`src/rtl/vpab_pkg.sv`:
```
package vpab_pkg;
    localparam int ADDR_W   = 8;
    localparam int DATA_W   = 32;
    localparam int OFS_W    = 28;
    localparam int CNT_W    = 4;
    localparam int ALIGN_W  = 5;
    localparam int MODE_BIT = 20;

    localparam logic [ADDR_W-1:0] REG_CFG = 8'h04;
    localparam logic [ADDR_W-1:0] REG_Y   = 8'h20;
    localparam logic [ADDR_W-1:0] REG_U   = 8'h24;
    localparam logic [ADDR_W-1:0] REG_V   = 8'h28;

    typedef struct packed {
        logic [CNT_W-1:0] lim;
        logic [OFS_W-1:0] y;
        logic [OFS_W-1:0] u;
        logic [OFS_W-1:0] v;
        logic             planar;
    } pend_t;

    function automatic logic [OFS_W-1:0] align_ofs(input logic [OFS_W-1:0] a);
        return {a[OFS_W-1:ALIGN_W], {ALIGN_W{1'b0}}};
    endfunction
endpackage

```
`src/rtl/vpab_regfile.sv`:
```
module vpab_regfile
    import vpab_pkg::*;
(
    input  logic              clk,
    input  logic              rst_n,
    input  logic              wr_en,
    input  logic              rd_en,
    input  logic [ADDR_W-1:0] addr,
    input  logic [DATA_W-1:0] wdata,
    output pend_t             pend,
    output logic [DATA_W-1:0] rdata
);
    typedef struct packed {
        pend_t             pend;
        logic [DATA_W-1:0] rdata;
    } rf_t;

    rf_t st_d, st_q;
    logic [DATA_W-1:0] rd_mux;
    logic              hit;

    always_comb begin
        hit    = 1'b1;
        rd_mux = '0;
        case (addr)
            REG_CFG: rd_mux = DATA_W'(st_q.pend.planar) << MODE_BIT;
            REG_Y:   rd_mux = {st_q.pend.lim, st_q.pend.y};
            REG_U:   rd_mux = {{(DATA_W-OFS_W){1'b0}}, st_q.pend.u};
            REG_V:   rd_mux = {{(DATA_W-OFS_W){1'b0}}, st_q.pend.v};
            default: hit = 1'b0;
        endcase

        st_d = st_q;
        if (rd_en) st_d.rdata = rd_mux;
        if (wr_en) begin
            case (addr)
                REG_CFG: st_d.pend.planar = wdata[MODE_BIT];
                REG_Y:   {st_d.pend.lim, st_d.pend.y} = wdata;
                REG_U:   st_d.pend.u = wdata[OFS_W-1:0];
                REG_V:   st_d.pend.v = wdata[OFS_W-1:0];
                default: ;
            endcase
        end
    end

    always_ff @(posedge clk or negedge rst_n) begin
        if (!rst_n) st_q <= '0;
        else        st_q <= st_d;
    end

    assign pend  = st_q.pend;
    assign rdata = st_q.rdata;

    // a luma write is visible in the pending copy on the next cycle
    p_wr_luma_r2: assert property (@(posedge clk) disable iff (!rst_n)
        (wr_en && addr == REG_Y) |=> (pend.y == $past(wdata[OFS_W-1:0])));

    // an unmapped read returns zero
    p_unmapped_rd_r10: assert property (@(posedge clk) disable iff (!rst_n)
        (rd_en && !hit) |=> (rdata == '0));

    // an unmapped write leaves the pending copy untouched
    p_unmapped_wr_r10: assert property (@(posedge clk) disable iff (!rst_n)
        (wr_en && !hit) |=> $stable(pend));
endmodule

```
`src/rtl/vpab_field_ctr.sv`:
```
module vpab_field_ctr
    import vpab_pkg::*;
(
    input  logic             clk,
    input  logic             rst_n,
    input  logic             strobe,
    input  logic [CNT_W-1:0] lim_new,
    output logic [CNT_W-1:0] cnt_next,
    output logic [CNT_W-1:0] cnt
);
    logic [CNT_W-1:0] cnt_d, cnt_q;
    logic [CNT_W-1:0] inc;

    always_comb begin
        inc   = cnt_q + CNT_W'(1);
        cnt_d = cnt_q;
        if (strobe) begin
            if (lim_new <= CNT_W'(1))  cnt_d = '0;
            else if (inc >= lim_new)   cnt_d = '0;
            else                       cnt_d = inc;
        end
    end

    always_ff @(posedge clk or negedge rst_n) begin
        if (!rst_n) cnt_q <= '0;
        else        cnt_q <= cnt_d;
    end

    assign cnt_next = cnt_d;
    assign cnt      = cnt_q;

    // the count moves only at a strobe
    p_cnt_hold_r8: assert property (@(posedge clk) disable iff (!rst_n)
        !strobe |=> $stable(cnt_q));

    // after a strobe with a limit above one, the count stays below it
    p_cnt_range_r8: assert property (@(posedge clk) disable iff (!rst_n)
        (strobe && lim_new > CNT_W'(1)) |=> (cnt_q < $past(lim_new)));

    // a limit of zero or one holds the count at zero
    p_cnt_off_r8: assert property (@(posedge clk) disable iff (!rst_n)
        (strobe && lim_new <= CNT_W'(1)) |=> (cnt_q == '0));
endmodule

```
`src/rtl/vpab_commit.sv`:
```
module vpab_commit
    import vpab_pkg::*;
(
    input  logic             clk,
    input  logic             rst_n,
    input  logic             strobe,
    input  pend_t            pend,
    input  logic [CNT_W-1:0] cnt_next,
    input  logic [OFS_W-1:0] frame_size,
    output logic [OFS_W-1:0] y_base,
    output logic [OFS_W-1:0] u_base,
    output logic [OFS_W-1:0] v_base,
    output logic             planar
);
    localparam int NCHROMA = 2;

    typedef struct packed {
        logic [OFS_W-1:0]               y;
        logic [NCHROMA-1:0][OFS_W-1:0]  c;
        logic                           planar;
    } act_t;

    act_t act_d, act_q;
    logic [OFS_W-1:0]              y_sum;
    logic [NCHROMA-1:0][OFS_W-1:0] c_src;
    logic [NCHROMA-1:0][OFS_W-1:0] c_new;

    assign c_src[0] = pend.u;
    assign c_src[1] = pend.v;

    for (genvar gi = 0; gi < NCHROMA; gi++) begin : g_chroma
        assign c_new[gi] = pend.planar ? align_ofs(c_src[gi]) : '0;
    end

    always_comb begin
        y_sum = pend.y + (OFS_W'(cnt_next) * frame_size);
        act_d = act_q;
        if (strobe) begin
            act_d.y      = align_ofs(y_sum);
            act_d.c      = c_new;
            act_d.planar = pend.planar;
        end
    end

    always_ff @(posedge clk or negedge rst_n) begin
        if (!rst_n) act_q <= '0;
        else        act_q <= act_d;
    end

    assign y_base = act_q.y;
    assign u_base = act_q.c[0];
    assign v_base = act_q.c[1];
    assign planar = act_q.planar;

    // active values hold whenever no strobe is sampled
    p_hold_r3: assert property (@(posedge clk) disable iff (!rst_n)
        !strobe |=> ($stable(y_base) && $stable(u_base) && $stable(v_base) && $stable(planar)));

    // committing packed mode zeroes both chroma bases
    p_packed_r6: assert property (@(posedge clk) disable iff (!rst_n)
        (strobe && !pend.planar) |=> (u_base == '0 && v_base == '0));

    // the committed mode flag follows the pending one
    p_mode_commit_r3: assert property (@(posedge clk) disable iff (!rst_n)
        strobe |=> (planar == $past(pend.planar)));
endmodule

```
`src/rtl/vid_plane_addr_bank.sv`:
```
module vid_plane_addr_bank
    import vpab_pkg::*;
(
    input  logic              clk,
    input  logic              rst_n,
    input  logic              wr_en,
    input  logic              rd_en,
    input  logic [ADDR_W-1:0] addr,
    input  logic [DATA_W-1:0] wdata,
    output logic [DATA_W-1:0] rdata,
    input  logic              frame_start,
    input  logic [OFS_W-1:0]  frame_size,
    output logic [OFS_W-1:0]  y_base,
    output logic [OFS_W-1:0]  u_base,
    output logic [OFS_W-1:0]  v_base,
    output logic [CNT_W-1:0]  field_cnt,
    output logic              planar
);
    pend_t            pend;
    logic [CNT_W-1:0] cnt_next;

    vpab_regfile u_regs (
        .clk   (clk),
        .rst_n (rst_n),
        .wr_en (wr_en),
        .rd_en (rd_en),
        .addr  (addr),
        .wdata (wdata),
        .pend  (pend),
        .rdata (rdata)
    );

    vpab_field_ctr u_fcnt (
        .clk      (clk),
        .rst_n    (rst_n),
        .strobe   (frame_start),
        .lim_new  (pend.lim),
        .cnt_next (cnt_next),
        .cnt      (field_cnt)
    );

    vpab_commit u_commit (
        .clk        (clk),
        .rst_n      (rst_n),
        .strobe     (frame_start),
        .pend       (pend),
        .cnt_next   (cnt_next),
        .frame_size (frame_size),
        .y_base     (y_base),
        .u_base     (u_base),
        .v_base     (v_base),
        .planar     (planar)
    );

    // a write in a strobe cycle does not reach the luma base at that strobe
    p_coincident_r4: assert property (@(posedge clk) disable iff (!rst_n)
        (frame_start && wr_en && addr == REG_Y && pend.lim <= CNT_W'(1))
        |=> (y_base == align_ofs($past(pend.y))));
endmodule

```
`config.mk`:
```
export PLATFORM = sky130hd
export DESIGN_NAME = vid_plane_addr_bank
export DESIGN_NICKNAME = d
export VERILOG_FILES = /design/src/rtl/vpab_pkg.sv /design/src/rtl/vpab_regfile.sv /design/src/rtl/vpab_field_ctr.sv /design/src/rtl/vpab_commit.sv /design/src/rtl/vid_plane_addr_bank.sv
export SDC_FILE = /design/constraint.sdc
export NUM_CORES = 1
export LEC_CHECK = 0
export BUFFER_PORTS_ARGS = -buffer_cell sky130_fd_sc_hd__clkbuf_2
export CAP_MARGIN = 15
export CORE_MARGIN = 3
export CORE_UTILIZATION = 30
export CTS_CLUSTER_DIAMETER = 80
export CTS_CLUSTER_SIZE = 16
export DETAILED_ROUTE_END_ITERATION = 12
export SKIP_CTS_REPAIR_TIMING = 1
export SLEW_MARGIN = 20
export SYNTH_ARGS = -nofsm -noshare
export SYNTH_HDL_FRONTEND = slang
export SYNTH_SLANG_ARGS = --single-unit
```
`constraint.sdc`:
```
create_clock -name clk -period 7 [get_ports clk]
set_input_delay 0 -clock clk [delete_from_list [all_inputs] [get_ports clk]]
set_output_delay 0 -clock clk [all_outputs]
set_load 0.02 [all_outputs]
```
; After elaboration in Yosys (flattened, before gate mapping)
; Cells that the tools add are included.
[totals]
regBits = 205
input_bits = 73
output_inout_bits = 121
word_cells = 30
[op_classes]
add_sub_neg = 2
multipliers = 1
n_lt_le_gt_ge = 2
n_eq_ne = 4
muxes = 6
n_reduce_logical = 4
[ops]
columns = op, count
row1 = case mux 32 bit (4 select lines), 1
row2 = two-way mux 28 bit, 2
row3 = adder 28 bit, 1
row4 = multiplier 4 x 28 -> 28 bit, 1
row5 = equality test 8 x 6 -> 1 bit (second input constant), 3
row6 = two-way mux 4 bit, 3
row7 = equality test 8 x 3 -> 1 bit (second input constant), 1
row8 = AND reduction 2 bit, 4
row9 = adder 4 x 1 -> 4 bit (second input constant), 1
row10 = >= comparator 4 bit, 1
row11 = less-or-equal comparator 4 x 1 -> 1 bit (second input constant), 1

; Longest topological paths before layout
; Gate-level depths: netlist (run 1).
[depth]
depth_word = 7
depth_mapped = 26
mapped_depth_nobuf = 25

; Cells and area by module
; From an unflattened synthesis (run 1), not the netlist that was laid out.
[unflattened]
hier_cells = 1202
area_unflattened_um2 = 12406.9
[by_module_without_submodules]
columns = mod, instances, cells_each, area_per_inst_um2, seq_area_each_um2
row1 = vpab_commit, 1, 785, 6790.3, 1751.7
row2 = vpab_regfile, 1, 385, 5316.3, 3027.9
row3 = vpab_field_ctr, 1, 32, 300.3, 100.1

; Least setup slack after synthesis (run 1)
; No wires, ideal clock.
[synth_path]
path_kind = flip-flop to flip-flop
from = reg u_fcnt.cnt_q[0] (netlist: u_fcnt.cnt[0])
to = reg u_commit.act_q (netlist bit u_commit.y_base[25])
setup_ns = 0.120
t_arrival_ns = 6.405
required_ns = 6.880
setup_slack_ns = 0.476
path_stages_with_launch = 23
n_path_buf = 1
period_less_slack_ns = 6.524
cell_sequence = dfrtp_1 nand3_1 xnor2_1 inv_1 ha_1 a2111o_1 o32ai_1 clkbuf_1 and2_1 fa_1 fa_1 inv_1 fa_1 inv_1 ha_1 a21o_1 a211o_1 a2111oi_0 nor3_1 a21o_1 o2111a_1 or4_1 a31o_1
[synth_between]
elab_chain_len = 7
[synth_lines]
columns = element, line_no
row1 = "start, declared", vpab_field_ctr.sv:11  ; logic [CNT_W-1:0] cnt_d, cnt_q;
row2 = "start signal, assigned", vpab_field_ctr.sv:26  ; else cnt_q <= cnt_d;
row3 = adder 4 x 1 -> 4 bit, vpab_field_ctr.sv:15  ; inc = cnt_q + CNT_W'(1);
row4 = >= comparator 4 bit, vpab_field_ctr.sv:19  ; else if (inc >= lim_new) cnt_d = '0;
row5 = two-way mux 4 bit, vpab_field_ctr.sv:19
row6 = two-way mux 4 bit, vpab_field_ctr.sv:18  ; if (lim_new <= CNT_W'(1)) cnt_d = '0;
row7 = two-way mux 4 bit (*), vpab_field_ctr.sv:17  ; if (strobe) begin
row8 = multiplier 4 x 28 -> 28 bit (*), vpab_commit.sv:36  ; y_sum = pend.y + (OFS_W'(cnt_next) * frame_size);
row9 = adder 28 bit (*), vpab_commit.sv:36
row10 = "end signal, assigned", vpab_commit.sv:47  ; else act_q <= act_d;
row11 = "end, declared", vpab_commit.sv:23  ; act_t act_d, act_q;
; Every way passes the cells marked *; elsewhere a longest branch is shown, timed or not.
; A chain may end at the register's enable or synchronous reset.

; Final worst setup path (run 1)
; Ends and elaborated chain as after synthesis.

==> impl_summary.txt, run 1 <==
----------------------------------------------------
[Synthesis]
  Sequential share of the synthesized area ... slightly above 40%
  Number of different library cells in the post-synthesis netlist ... between 50 and 60
  Most area-consuming cells after synthesis ... sky130_fd_sc_hd__dfrtp_1 42%, sky130_fd_sc_hd__fa_1 12%, sky130_fd_sc_hd__mux2_2 9.9%
  Library cell with the highest instance count after synthesis ... sky130_fd_sc_hd__dfrtp_1
  Post-synthesis instance total ... 1094
  Primary flip-flop cell chosen by synthesis mapping ... sky130_fd_sc_hd__dfrtp_1
  YS warnings ... 0
  Register bit total from synthesis ... 195
  Post-synthesis instance area ... 0.01175 mm²
  Yosys top cell by area ... sky130_fd_sc_hd__dfrtp_1
  Most instantiated cells after synthesis ... 195 x sky130_fd_sc_hd__dfrtp_1, 173 x sky130_fd_sc_hd__inv_1, 103 x sky130_fd_sc_hd__mux2_2
  Number of flops mapped to enable cells by yosys ... 0
  Share of Yosys cell area claimed by the top area cell type ... 41.54%
  Async set or reset register ratio after synthesis ... 100.0%
  Per-instance average area after synthesis ... 10.74 µm²

[Global routing]
  Aggregate global-route resource usage ... around 16%
  Antenna violations before repair ... 2
  Congestion Overflow GR ... 0
  Global-route wire length before repair ... around 51000 µm
  Pin count of the biggest net entering global routing ... 122
  Number of global-route vias before repair ... 8819

[Power]
  Leakage power ... 7.396 nW
  Power per cell area ... 173.9 mW/mm²
  Max VDD drop ... roughly 0.16 mV

[Clock network]
  Buffer type at the clock tree root ... sky130_fd_sc_hd__clkbuf_16
  Number of buffers added by the clock tree synthesis step ... 17
  Clock sinks ... 195
  CTS tree ... built
  Max Root-Sink Buffers ... 2
  H-tree depth ... 4
  Insertion delay to the later sink of the worst-skew pair ... 0.45 ns
  Clock slew seen by the registers of the worst setup and hold paths ... ~0.08 ns

[Run status]
  Run status ... complete, no violations

[STA]
  Actual slew at the worst max-slew pin ... 1.129 ns
  Total negative slack for setup checks ... 0 ns
  Worst Clk Skew ... around 0.017 ns
  Final hold vios ... 0
  Unrepaired setup endpoints after global routing ... no
  Final setup viols ... 0
  Fraction of the cycle the final worst path needs ... 94.10%
  Fin crit period ... 6.587 ns
  Relative slew slack ... roughly a quarter
  Fmax ... 151.8 MHz
  Max-slew violation total from the final report ... 0

[Routing]
  Average wire per standard cell ... 18.13 µm
  Detailed-router iteration count before antenna repair ... 4
  Post-Route WL ... 32950 µm
  DR vias ... 8501
  Via-per-instance ratio ... about 4.7
  Drt first-iter violations ... 407
  Antenna viol nets, final ... 0
  DRC viols ... 0

[Cells and area]
  Post-route cell area ... 0.01416 mm²
  Filler cells ... ~3800
  Multi-input gate area in the final layout ... 0.006003 mm²
  Synthesis-to-layout area growth ... 20.54%
  Sequential standard cell area ... between 0.004 and 0.005 mm²
  Fraction of layout cells with a size suffix above 1 ... 26.21%
  Nets ... roughly 1500

[Placement]
  I/O Buffers ... 178
  Post-Place Cell Area ... 0.01316 mm²
  Gpl congestion ... 0.8048
  HPWL Detailed ... around 24000 µm

[Floorplanning]
  Core Area ... 0.03811 mm²
  Standard-cell row count ... 71
  Die X-Extent ... 203.9 µm
  DIE AREA ... roughly 0.042 mm²
  Height of the die ... slightly above 200 µm
  Ports ... 194
  Initial Utilization ... ~30%

[Flow run]
  Max-cap violations ... 0

[Worst setup path]
  Required time worst endpoint ... 7.34 ns
  Crit path DAT ... ~6.9 ns
  Peak per-stage delay on the critical path ... 0.55 ns
  Crit start category ... register
  Maximum fanout encountered on the critical timing path ... 10
  Critical Path Slowest Stage Cell ... sky130_fd_sc_hd__fa_1
  Cell-by-cell trace of the critical path ... nand3_1, xnor2_1, inv_1, ha_1, a2111o_1, o32ai_2, buf_4, and2_1, fa_1, fa_1, inv_1, fa_1, inv_1, ha_1, a211oi_1, nand2_1, or3_1, o2111ai_2, a21oi_2, o2111a_1, or4_1, a31o_1
  Crit path kind ... reg -> reg
  Critical path capture point type ... register

[Min path]
  Min-delay worst type ... in -> reg

----------------------------------------------------
==> path summary, 6_finish.rpt <==
path | depth (start not counted) | startpoint | slack [ns] | end
max | 22 | u_fcnt.cnt[0] | 0.41 | u_commit.y_base[25]
min | 4 | addr[1] | 0.01 | u_regs.pend[0]
max reg2reg | 22 | u_fcnt.cnt[0] | 0.41 | u_commit.y_base[25]
min reg2reg | 1 | u_commit.y_base[22] | 0.49 | u_commit.y_base[22]
max in group asynchronous | 4 | rst_n | 5.17 | u_regs.pend[16]
min in group asynchronous | 2 | rst_n | 0.06 | u_commit.u_base[23]
==> worst max-delay path: cells and delay by family, from the launching register on <==
kind	cells	cell delay [ns]
flip-flops	1	0.46
AND/OR/NAND/NOR	5	1.25
XOR/XNOR	1	0.27
AO/OA/AOI/OAI	7	1.99
adder cells (fa/ha/maj)	5	2.12
buffers and inverters	4	0.39
==> where the power goes <==
group / switching (W) / internal, W / total [W]
clock: 0.000494 / 0.000509 / 0.00100
sequential: 0.0000294 / 0.00116 / 0.00119
combinational: 0.000165 / 0.000102 / 0.000267
==> sequential cells by signal, indices dropped and copies added, names as in the netlist <==
register	cells
u_regs.pend	89
u_commit.planar	1
u_commit.v_base	23
u_fcnt.cnt	4
u_commit.y_base	23
u_regs.rdata	32
u_commit.u_base	23
==> stage by stage <==
stage                     worst slack, ns  hold slack, ns  instances  total power (W)  util (%)
after floorplan                    0.4756         -0.2956       1108         0.001353         -
after global placement             0.2887          0.2352       1747         0.001462     34.54
after detailed placement           0.1024          0.2431       1747         0.001467     34.54
after CTS                         0.07495         -0.2387       1779         0.002487     36.09
after global routing              0.05334         0.01394       1816         0.002578     37.15
final                              0.4132         0.01030       1817         0.002462     37.15
==> cells by family (layout without fill, tap and decap cells) <==
group / count (synthesis) / after routing / synth area share [%]
buffers and inverters: 237 / 434 / 8.074
AND/OR/NAND/NOR: 230 / 230 / 10.51
multiplexers: 131 / 131 / 12.26
adder cells (fa/ha/maj): 107 / 107 / 16.06
other: 1 / 16 / 0.03193
AO/OA/AOI/OAI: 171 / 171 / 9.874
XOR/XNOR: 22 / 22 / 1.640
flip-flops: 195 / 195 / 41.54
==> final cells by class <==
| class | count | share of cell area, % |
|---|---|---|
| Sequential cell | 195 | 34.47 |
| Antenna cell | 1 | 0.01767 |
| Clock inverter | 15 | 1.158 |
| Clock buffer | 17 | 3.005 |
| Multi-Input combinational cell | 676 | 42.40 |
| Tap cell | 511 | 4.516 |
| Inverter | 173 | 4.586 |
| Timing Repair Buffer | 229 | 9.844 |
==> placed cells by master (no fill, tap or decap), types with 3 or more instances in the layout <==
cell / Yosys / final
sky130_fd_sc_hd__a21o_1: 15 / 15
sky130_fd_sc_hd__a21oi_1: 36 / 36
sky130_fd_sc_hd__a22o_1: 32 / 31
sky130_fd_sc_hd__a22oi_1: 3 / 3
sky130_fd_sc_hd__and2_1: 91 / 91
sky130_fd_sc_hd__and3_1: 4 / 4
sky130_fd_sc_hd__buf_4: 15 / 14
sky130_fd_sc_hd__clkbuf_16: 0 / 17
sky130_fd_sc_hd__clkbuf_2: 0 / 177
sky130_fd_sc_hd__conb_1: 1 / 15
sky130_fd_sc_hd__dfrtp_1: 195 / 194
sky130_fd_sc_hd__dlygate4sd3_1: 0 / 35
sky130_fd_sc_hd__fa_1: 73 / 73
sky130_fd_sc_hd__ha_1: 34 / 34
sky130_fd_sc_hd__inv_1: 173 / 172
sky130_fd_sc_hd__inv_6: 0 / 5
sky130_fd_sc_hd__inv_8: 0 / 4
sky130_fd_sc_hd__mux2_2: 103 / 103
sky130_fd_sc_hd__mux2i_1: 28 / 28
sky130_fd_sc_hd__nand2_1: 32 / 31
sky130_fd_sc_hd__nand3_1: 26 / 26
sky130_fd_sc_hd__nand4_1: 3 / 3
sky130_fd_sc_hd__nor2_1: 43 / 42
sky130_fd_sc_hd__nor2b_1: 4 / 3
sky130_fd_sc_hd__nor3_1: 11 / 11
sky130_fd_sc_hd__o211ai_1: 3 / 3
sky130_fd_sc_hd__o21a_1: 4 / 4
sky130_fd_sc_hd__o21ai_0: 28 / 28
sky130_fd_sc_hd__o22ai_1: 28 / 28
sky130_fd_sc_hd__o31ai_1: 3 / 3
sky130_fd_sc_hd__xnor2_1: 13 / 13
sky130_fd_sc_hd__xor2_1: 9 / 9
==> per-layer routing <==
metal | vias to the layer above | GRT usage (%) | wire, µm
met5 | - | 0 | 11
met4 | 2 | 3.392 | 452
met3 | 21 | 3.647 | 1688
met2 | 210 | 26.92 | 15910
met1 | 4278 | 21.25 | 14890
li1 | 3990 | - | -
(Power assumes the default switching activity.)
==> run 2, diff against run 1 <==
--- a/config.mk
+++ b/config.mk
@@ -9,6 +9,7 @@
 export CAP_MARGIN = 15
 export CORE_MARGIN = 3
 export CORE_UTILIZATION = 30
+export CTS_BUF_LIST = sky130_fd_sc_hd__clkbuf_4 sky130_fd_sc_hd__clkbuf_8
 export CTS_CLUSTER_DIAMETER = 80
 export CTS_CLUSTER_SIZE = 16
 export DETAILED_ROUTE_END_ITERATION = 12
==> run 2 against run 1 <==
Core utilization down 0.42 points. Sequential share of layout area up 0.40 points. Wire length about the same. Non-clock buffer count up 3. Register-to-register slack about the same. Worst hold slack better by 0.012 ns. Cell count up 0.17%. Combinational power about the same. Critical path depth unchanged. Highest routed layer unchanged. Largest cell class unchanged. Maximum frequency up 0.14%. Count of clock-buffer cells in the layout unchanged.
==> impl_summary.txt, run 2 (synthesis gave the netlist of run 1 again) <==
----------------------------------------------------
[STA]
  Actual slew at the worst max-slew pin ... 1.163 ns (+0.03403 ns)
  Final hold vios ... 0 (unchanged)
  Unrepaired setup endpoints after global routing ... no
  Max-slew violation total from the final report ... 0 (unchanged)
  Relative slew slack ... 22.47% (-2.3 points)
  Total negative slack for setup checks ... 0 ns (unchanged)
  Final setup viols ... 0 (unchanged)
  Fmax ... 152.0 MHz (+0.14%)
  Worst Clk Skew ... 0.02272 ns (+0.005647 ns)
  Fin crit period ... 6.578 ns (-0.009262 ns)
  Fraction of the cycle the final worst path needs ... 93.96% (-0.13 points)

[Worst setup path]
  Critical path depth in cells ... 22 (unchanged)
  Critical path capture point type ... register
  Endpoint of the worst setup timing path ... u_commit.y_base[25]
  Crit path kind ... reg -> reg
  Maximum fanout encountered on the critical timing path ... 10 (unchanged)
  Reg-to-reg startpoint ... u_fcnt.cnt[0]
  Critical Path Slowest Stage Cell ... sky130_fd_sc_hd__fa_1
  R2R cell count ... 22 (unchanged)
  Crit path DAT ... 6.97 ns (+0.05 ns)
  Peak per-stage delay on the critical path ... 0.55 ns (about the same)
  Reg-to-reg critical path endpoint ... u_commit.y_base[25]
  Flop2flop setup slack ... 0.42 ns (about the same)
  Cell-by-cell trace of the critical path ... nand3_1, xnor2_1, inv_1, ha_1, a2111o_1, o32ai_2, buf_4, and2_1, fa_1, fa_1, inv_1, fa_1, inv_1, ha_1, a211oi_1, nand2_1, or3_1, o2111ai_2, a21oi_2, o2111a_1, or4_1, a31o_1
  Worst Setup SP ... u_fcnt.cnt[0]
  Family with the most delay on the worst path ... adder cells
  Required time worst endpoint ... 7.39 ns (+0.05 ns)
  Buffers plus inverters on the worst setup path ... 4 (unchanged)
  Crit start category ... register

[Flow run]
  Max-cap violations ... 0 (unchanged)

[Power]
  Total power draw ... 0.002231 W (-9.4%)
  Leakage power ... 7.321 nW (-1.0%)
  Power per cell area ... 159.4 mW/mm² (-8.3%)
  Max VDD drop ... 0.1135 mV (-29%)

[Cells and area]
  Synthesis-to-layout area growth ... 19.16%
  Commonest non-fill, non-tap cells in the layout ... 194 x sky130_fd_sc_hd__dfrtp_1, 177 x sky130_fd_sc_hd__clkbuf_2, 172 x sky130_fd_sc_hd__inv_1, 103 x sky130_fd_sc_hd__mux2_2, 91 x sky130_fd_sc_hd__and2_1
  Number of flip-flops under the largest register name ... 89 (unchanged)
  Fraction of layout cells with a size suffix above 1 ... 26.15% (-0.060 points)
  Number of non-filler instances in the completed layout ... 1820 (+0.17%)
  Post-layout utilization of the core ... 36.73% (-0.42 points)
  Nets ... 1475 (+0.20%)
  Leading cell type in the layout, fill and taps excluded ... sky130_fd_sc_hd__dfrtp_1
  Register ranked first by flip-flop count ... u_regs.pend
  Filler cells ... 3818 (+0.53%)
  Post-route cell area ... 0.01400 mm² (-1.1%)

[Clock network]
  Clock slew seen by the registers of the worst setup and hold paths ... 0.11 ns (+0.03 ns)
  CTS tree ... built
  Number of buffers added by the clock tree synthesis step ... 17 (unchanged)
  H-tree depth ... 4 (unchanged)
  Clock sinks ... 195 (unchanged)
  Buffer type at the clock tree root ... sky130_fd_sc_hd__clkbuf_8
  Max Root-Sink Buffers ... 2 (unchanged)
  Insertion delay to the later sink of the worst-skew pair ... 0.51 ns (+0.06 ns)

[Routing]
  Antenna viol nets, final ... 0 (unchanged)
  Detailed-router iteration count before antenna repair ... 5 (+1)
  DRC viols ... 0 (unchanged)
  Post-Route WL ... 32970 µm (about the same)
  Drt first-iter violations ... 412 (+1.2%)
  Average wire per standard cell ... 18.11 µm (-0.12%)
  Via-per-instance ratio ... 4.658 (-0.43%)
  DR vias ... 8478 (-0.27%)

[Global routing]
  Antenna violations before repair ... 2 (unchanged)
  Global-route met1 utilization ... 21.23% (-0.022 points)
  Number of global-route vias before repair ... 8796 (-0.26%)
  Congestion Overflow GR ... 0 (unchanged)
  Met3 Usage GRT ... 3.376% (-0.27 points)
  Global-route wire length before repair ... 50820 µm (about the same)
  Met2 usage in global routing ... 26.84% (-0.084 points)
  Pin count of the biggest net entering global routing ... 122 (unchanged)
  Most heavily used metal layer in global routing ... met2
  Aggregate global-route resource usage ... 15.98% (-0.024 points)

[Floorplanning]
  Ports ... 194 (unchanged)
  Core Area ... 0.03811 mm² (unchanged)
  Initial Utilization ... 30.82% (unchanged)
  Die X-Extent ... 203.9 µm (unchanged)
  Standard-cell row count ... 71 (unchanged)
  Height of the die ... 203.9 µm (unchanged)
  DIE AREA ... 0.04157 mm² (unchanged)

[Placement]
  HPWL Detailed ... 23750 µm (unchanged)
  Post-Place Cell Area ... 0.01316 mm² (unchanged)
  Number of instances in the placed design ... 1747 (unchanged)
  I/O Buffers ... 178 (unchanged)
  Gpl congestion ... 0.8048 (unchanged)

[Min path]
  Min-delay worst type ... in -> reg

[Run status]
  Run status ... complete, no violations

----------------------------------------------------
[run 2: cell types whose count changed in the layout (fill, tap and decap cells not counted), sizes merged]
| cell | before | now |
|---|---|---|
| dlygate4sd3 | 35 | 38 |
[run 2: through the flow]
step / setup slack (ns) / hold WS (ns)
after floorplan: 0.4756 / -0.2956
after global placement: 0.2887 / 0.2352
after detailed placement: 0.1024 / 0.2431
after CTS: 0.06979 / -0.3068
after global routing: 0.04806 / 0.01881
final: 0.4225 / 0.02214
[run 2: where the power goes]
part / switching (W) / internal (W) / leakage (nW)
logic: 0.000165 / 0.000103 / 4.43
clock network: 0.000471 / 0.000299 / 0.198
registers: 0.0000294 / 0.00116 / 2.70
[run 2: worst min path at each step]
stage          cells after the start                   to   startpoint
3_3_place_gp                       1  u_commit.u_base[23]        rst_n
3_5_place_dp                       2      u_regs.pend[87]    wdata[30]
6_report                           2   u_commit.y_base[8]  frame_start
5_1_grt                            2   u_commit.y_base[8]  frame_start
4_1_cts                            1     u_regs.rdata[24]        rst_n
2_1_floorplan                      0      u_commit.planar        rst_n
[run 2: layout make-up]
type	instances	area [µm²]	area share [%]
clock buffer	17	234.0	1.672
clock inverter	15	163.9	1.171
antenna	1	2.502	0.01788
timing repair buffer	232	1424	10.17
tap	511	639.4	4.568
multi-input combinational	676	6003	42.89
sequential	195	4881	34.87
inverter	173	649.4	4.639
[run 2: routing by layer]
layer	share of wire, %	vias up
met5	0.033	-
met4	1.7	2
met3	4.8	24
met2	48	200
met1	45	4273
li1	-	3979
==> run 3, diff against run 2 <==
--- a/config.mk
+++ b/config.mk
@@ -13,6 +13,7 @@
 export CTS_CLUSTER_DIAMETER = 80
 export CTS_CLUSTER_SIZE = 16
 export DETAILED_ROUTE_END_ITERATION = 12
+export GPL_TIMING_DRIVEN = 0
 export SKIP_CTS_REPAIR_TIMING = 1
 export SLEW_MARGIN = 20
 export SYNTH_ARGS = -nofsm -noshare
==> run 3 against run 2 <==
Critical path depth stayed put. Clock skew is 0.0014 ns lower. Design area is 2.6% higher. Global-route usage is 0.77 points higher. Maximum frequency is 4.1% lower. Die area stayed put. Critical path type unchanged. Largest cell class unchanged. Highest routed layer is now met4.
==> impl_summary.txt, run 3 (synthesis gave the netlist of run 1 again) <==
----------------------------------------------------
[Worst setup path]
  Crit path DAT ... 7.25 ns (+0.28 ns)
  Maximum fanout encountered on the critical timing path ... 10 (unchanged)
  Flop2flop setup slack ... 0.14 ns (-0.28 ns)
  Crit path kind ... reg -> reg
  Required time worst endpoint ... 7.39 ns (about the same)
  Crit start category ... register
  R2R cell count ... 22 (unchanged)
  Critical path capture point type ... register

[Routing]
  DRC viols ... 0 (unchanged)
  Via-per-instance ratio ... 4.673 (+0.31%)
  Detailed-router iteration count before antenna repair ... 5 (unchanged)
  DR vias ... 8780 (+3.6%)
  Post-Route WL ... 34750 µm (+5.4%)
  Average wire per standard cell ... 18.49 µm (+2.1%)
  Drt first-iter violations ... 427 (+3.6%)
  Antenna viol nets, final ... 0 (unchanged)

[Placement]
  Gpl congestion ... 0.8418 (+4.6%)
  Post-placement setup slack ... -0.4180 ns (-0.5203 ns)
  HPWL Detailed ... 26930 µm (+13%)
  I/O Buffers ... 177 (-0.56%)

[Min path]
  Worst Hold Path Cells ... 4 (+2)
  Min-delay worst type ... in -> reg

[STA]
  Relative slew slack ... 41.81% (+19 points)
  Fraction of the cycle the final worst path needs ... 98.00% (+4.0 points)
  Total negative slack for setup checks ... 0 ns (unchanged)
  Slack of the critical path ... 0.1403 ns (-0.2822 ns)
  Final hold vios ... 0 (unchanged)
  Actual slew at the worst max-slew pin ... 0.8729 ns (-0.2900 ns)
  Worst Clk Skew ... 0.02132 ns (-0.001396 ns)
  Final setup viols ... 0 (unchanged)
  Fin crit period ... 6.860 ns (+0.2822 ns)
  Final hold slack ... 0.05793 ns (+0.03579 ns)
  Fmax ... 145.8 MHz (-4.1%)
  Max-slew violation total from the final report ... 0 (unchanged)

[Clock network]
  Number of buffers added by the clock tree synthesis step ... 17 (unchanged)
  Clock slew seen by the registers of the worst setup and hold paths ... 0.12 ns (about the same)
  Buffer type at the clock tree root ... sky130_fd_sc_hd__clkbuf_8
  H-tree depth ... 4 (unchanged)
  Max Root-Sink Buffers ... 2 (unchanged)
  CTS tree ... built
  Clock sinks ... 195 (unchanged)
  Insertion delay to the later sink of the worst-skew pair ... 0.49 ns (-0.02 ns)

[Cells and area]
  Register ranked first by flip-flop count ... u_regs.pend
  Leading cell type in the layout, fill and taps excluded ... sky130_fd_sc_hd__dfrtp_1
  Number of flip-flops under the largest register name ... 89 (unchanged)
  Synthesis-to-layout area growth ... 22.26%
  Fraction of layout cells with a size suffix above 1 ... 26.77% (+0.63 points)
  Post-layout utilization of the core ... 37.68% (+0.96 points)
  Nets ... 1535 (+4.1%)
  Commonest non-fill, non-tap cells in the layout ... 193 x sky130_fd_sc_hd__dfrtp_1, 176 x sky130_fd_sc_hd__clkbuf_2, 173 x sky130_fd_sc_hd__inv_1, 103 x sky130_fd_sc_hd__mux2_2, 91 x sky130_fd_sc_hd__and2_1

[Power]
  Power per cell area ... 154.9 mW/mm² (-2.9%)
  Leakage power ... 7.468 nW (+2.0%)
  Max VDD drop ... 0.1155 mV (+1.7%)

[Floorplanning]
  Initial Utilization ... 30.82% (unchanged)
  Standard-cell row count ... 71 (unchanged)
  Core Area ... 0.03811 mm² (unchanged)
  Height of the die ... 203.9 µm (unchanged)
  Ports ... 194 (unchanged)
  Die X-Extent ... 203.9 µm (unchanged)
  DIE AREA ... 0.04157 mm² (unchanged)

[Global routing]
  Congestion Overflow GR ... 0 (unchanged)
  Aggregate global-route resource usage ... 16.75% (+0.77 points)
  Global-route wire length before repair ... 52460 µm (+3.2%)
  Antenna violations before repair ... 1 (-1)
  Number of global-route vias before repair ... 8856 (+0.68%)
  Pin count of the biggest net entering global routing ... 75 (-39%)

[Flow run]
  Max-cap violations ... 0 (unchanged)

[Run status]
  Run status ... complete, no violations

----------------------------------------------------
-- run 3: cell count changes in the layout (fill, tap and decap cells not counted), sizes merged --
| cell | before | now |
|---|---|---|
| inv | 181 | 180 |
| buf | 16 | 44 |
| dlygate4sd3 | 38 | 37 |
| clkinvlp | 2 | 1 |
| clkbuf | 195 | 229 |
-- run 3: area by class of cell --
| type | count | area (µm²) |
|---|---|---|
| diodes | 1 | 2.502 |
| plain buffers | 64 | 321.6 |
| clock buffers | 18 | 247.7 |
| clock inverters | 13 | 141.4 |
| fillers | 3856 | 23750 |
| inverters | 173 | 649.4 |
| multi-input cells | 676 | 6063 |
| flip-flops and latches | 195 | 4882 |
| well taps | 511 | 639.4 |
| repair buffers | 228 | 1414 |
-- run 3: layer usage --
metal / track usage, % / wire [µm] / up-vias
li1: - / - / 4127
met1: 23.06 / 15600 / 4401
met2: 27.50 / 16590 / 236
met3: 4.013 / 2186 / 16
met4: 2.679 / 366 / 0
met5: 0 / 0 / -
-- run 3: worst max-delay path, cell delays in order (launching register included) --
cell                        delay (ns)
sky130_fd_sc_hd__dfrtp_1          0.43
sky130_fd_sc_hd__nand3_1          0.14
sky130_fd_sc_hd__xnor2_2          0.27
sky130_fd_sc_hd__inv_1            0.09
sky130_fd_sc_hd__ha_1             0.30
sky130_fd_sc_hd__a2111o_1         0.54
sky130_fd_sc_hd__o32ai_4          0.38
sky130_fd_sc_hd__buf_4            0.18
sky130_fd_sc_hd__buf_4            0.18
sky130_fd_sc_hd__nand2_1          0.09
sky130_fd_sc_hd__fa_1             0.47
sky130_fd_sc_hd__fa_1             0.54
sky130_fd_sc_hd__inv_1            0.05
sky130_fd_sc_hd__fa_1             0.45
sky130_fd_sc_hd__ha_1             0.32
sky130_fd_sc_hd__and3_1           0.19
sky130_fd_sc_hd__a22o_1           0.24
sky130_fd_sc_hd__or3_1            0.40
sky130_fd_sc_hd__o2111ai_4        0.34
sky130_fd_sc_hd__a21oi_2          0.12
sky130_fd_sc_hd__o2111a_2         0.32
sky130_fd_sc_hd__or4_1            0.48
sky130_fd_sc_hd__a31o_1           0.23
-- run 3: path summary, 6_finish.rpt --
| kind | to | from |
|---|---|---|
| setup / recovery | u_commit.y_base[25] | u_fcnt.cnt[1] |
| hold / removal | u_regs.rdata[20] | addr[1] |
| setup reg to reg | u_commit.y_base[25] | u_fcnt.cnt[1] |
| hold reg to reg | u_commit.planar | u_commit.planar |
| max in group asynchronous | u_regs.rdata[5] | rst_n |
| min in group asynchronous | u_commit.u_base[23] | rst_n |
-- run 3: per-stage QoR --
stage	total power (W)	cells	instance area [µm²]
floorplan	0.001353	1108	11800
global route	0.002329	1879	14360
global placement	0.001472	1796	13320
CTS	0.002227	1830	13800
detailed placement	0.001481	1799	13410
finish	0.002224	1879	14360
-- run 3: power by group --
| group | internal [W] | total (W) | switching [W] |
|---|---|---|---|
| clock | 0.000303 | 0.000747 | 0.000444 |
| sequential | 0.00116 | 0.00119 | 0.0000267 |
| combinational | 0.000112 | 0.000288 | 0.000175 |
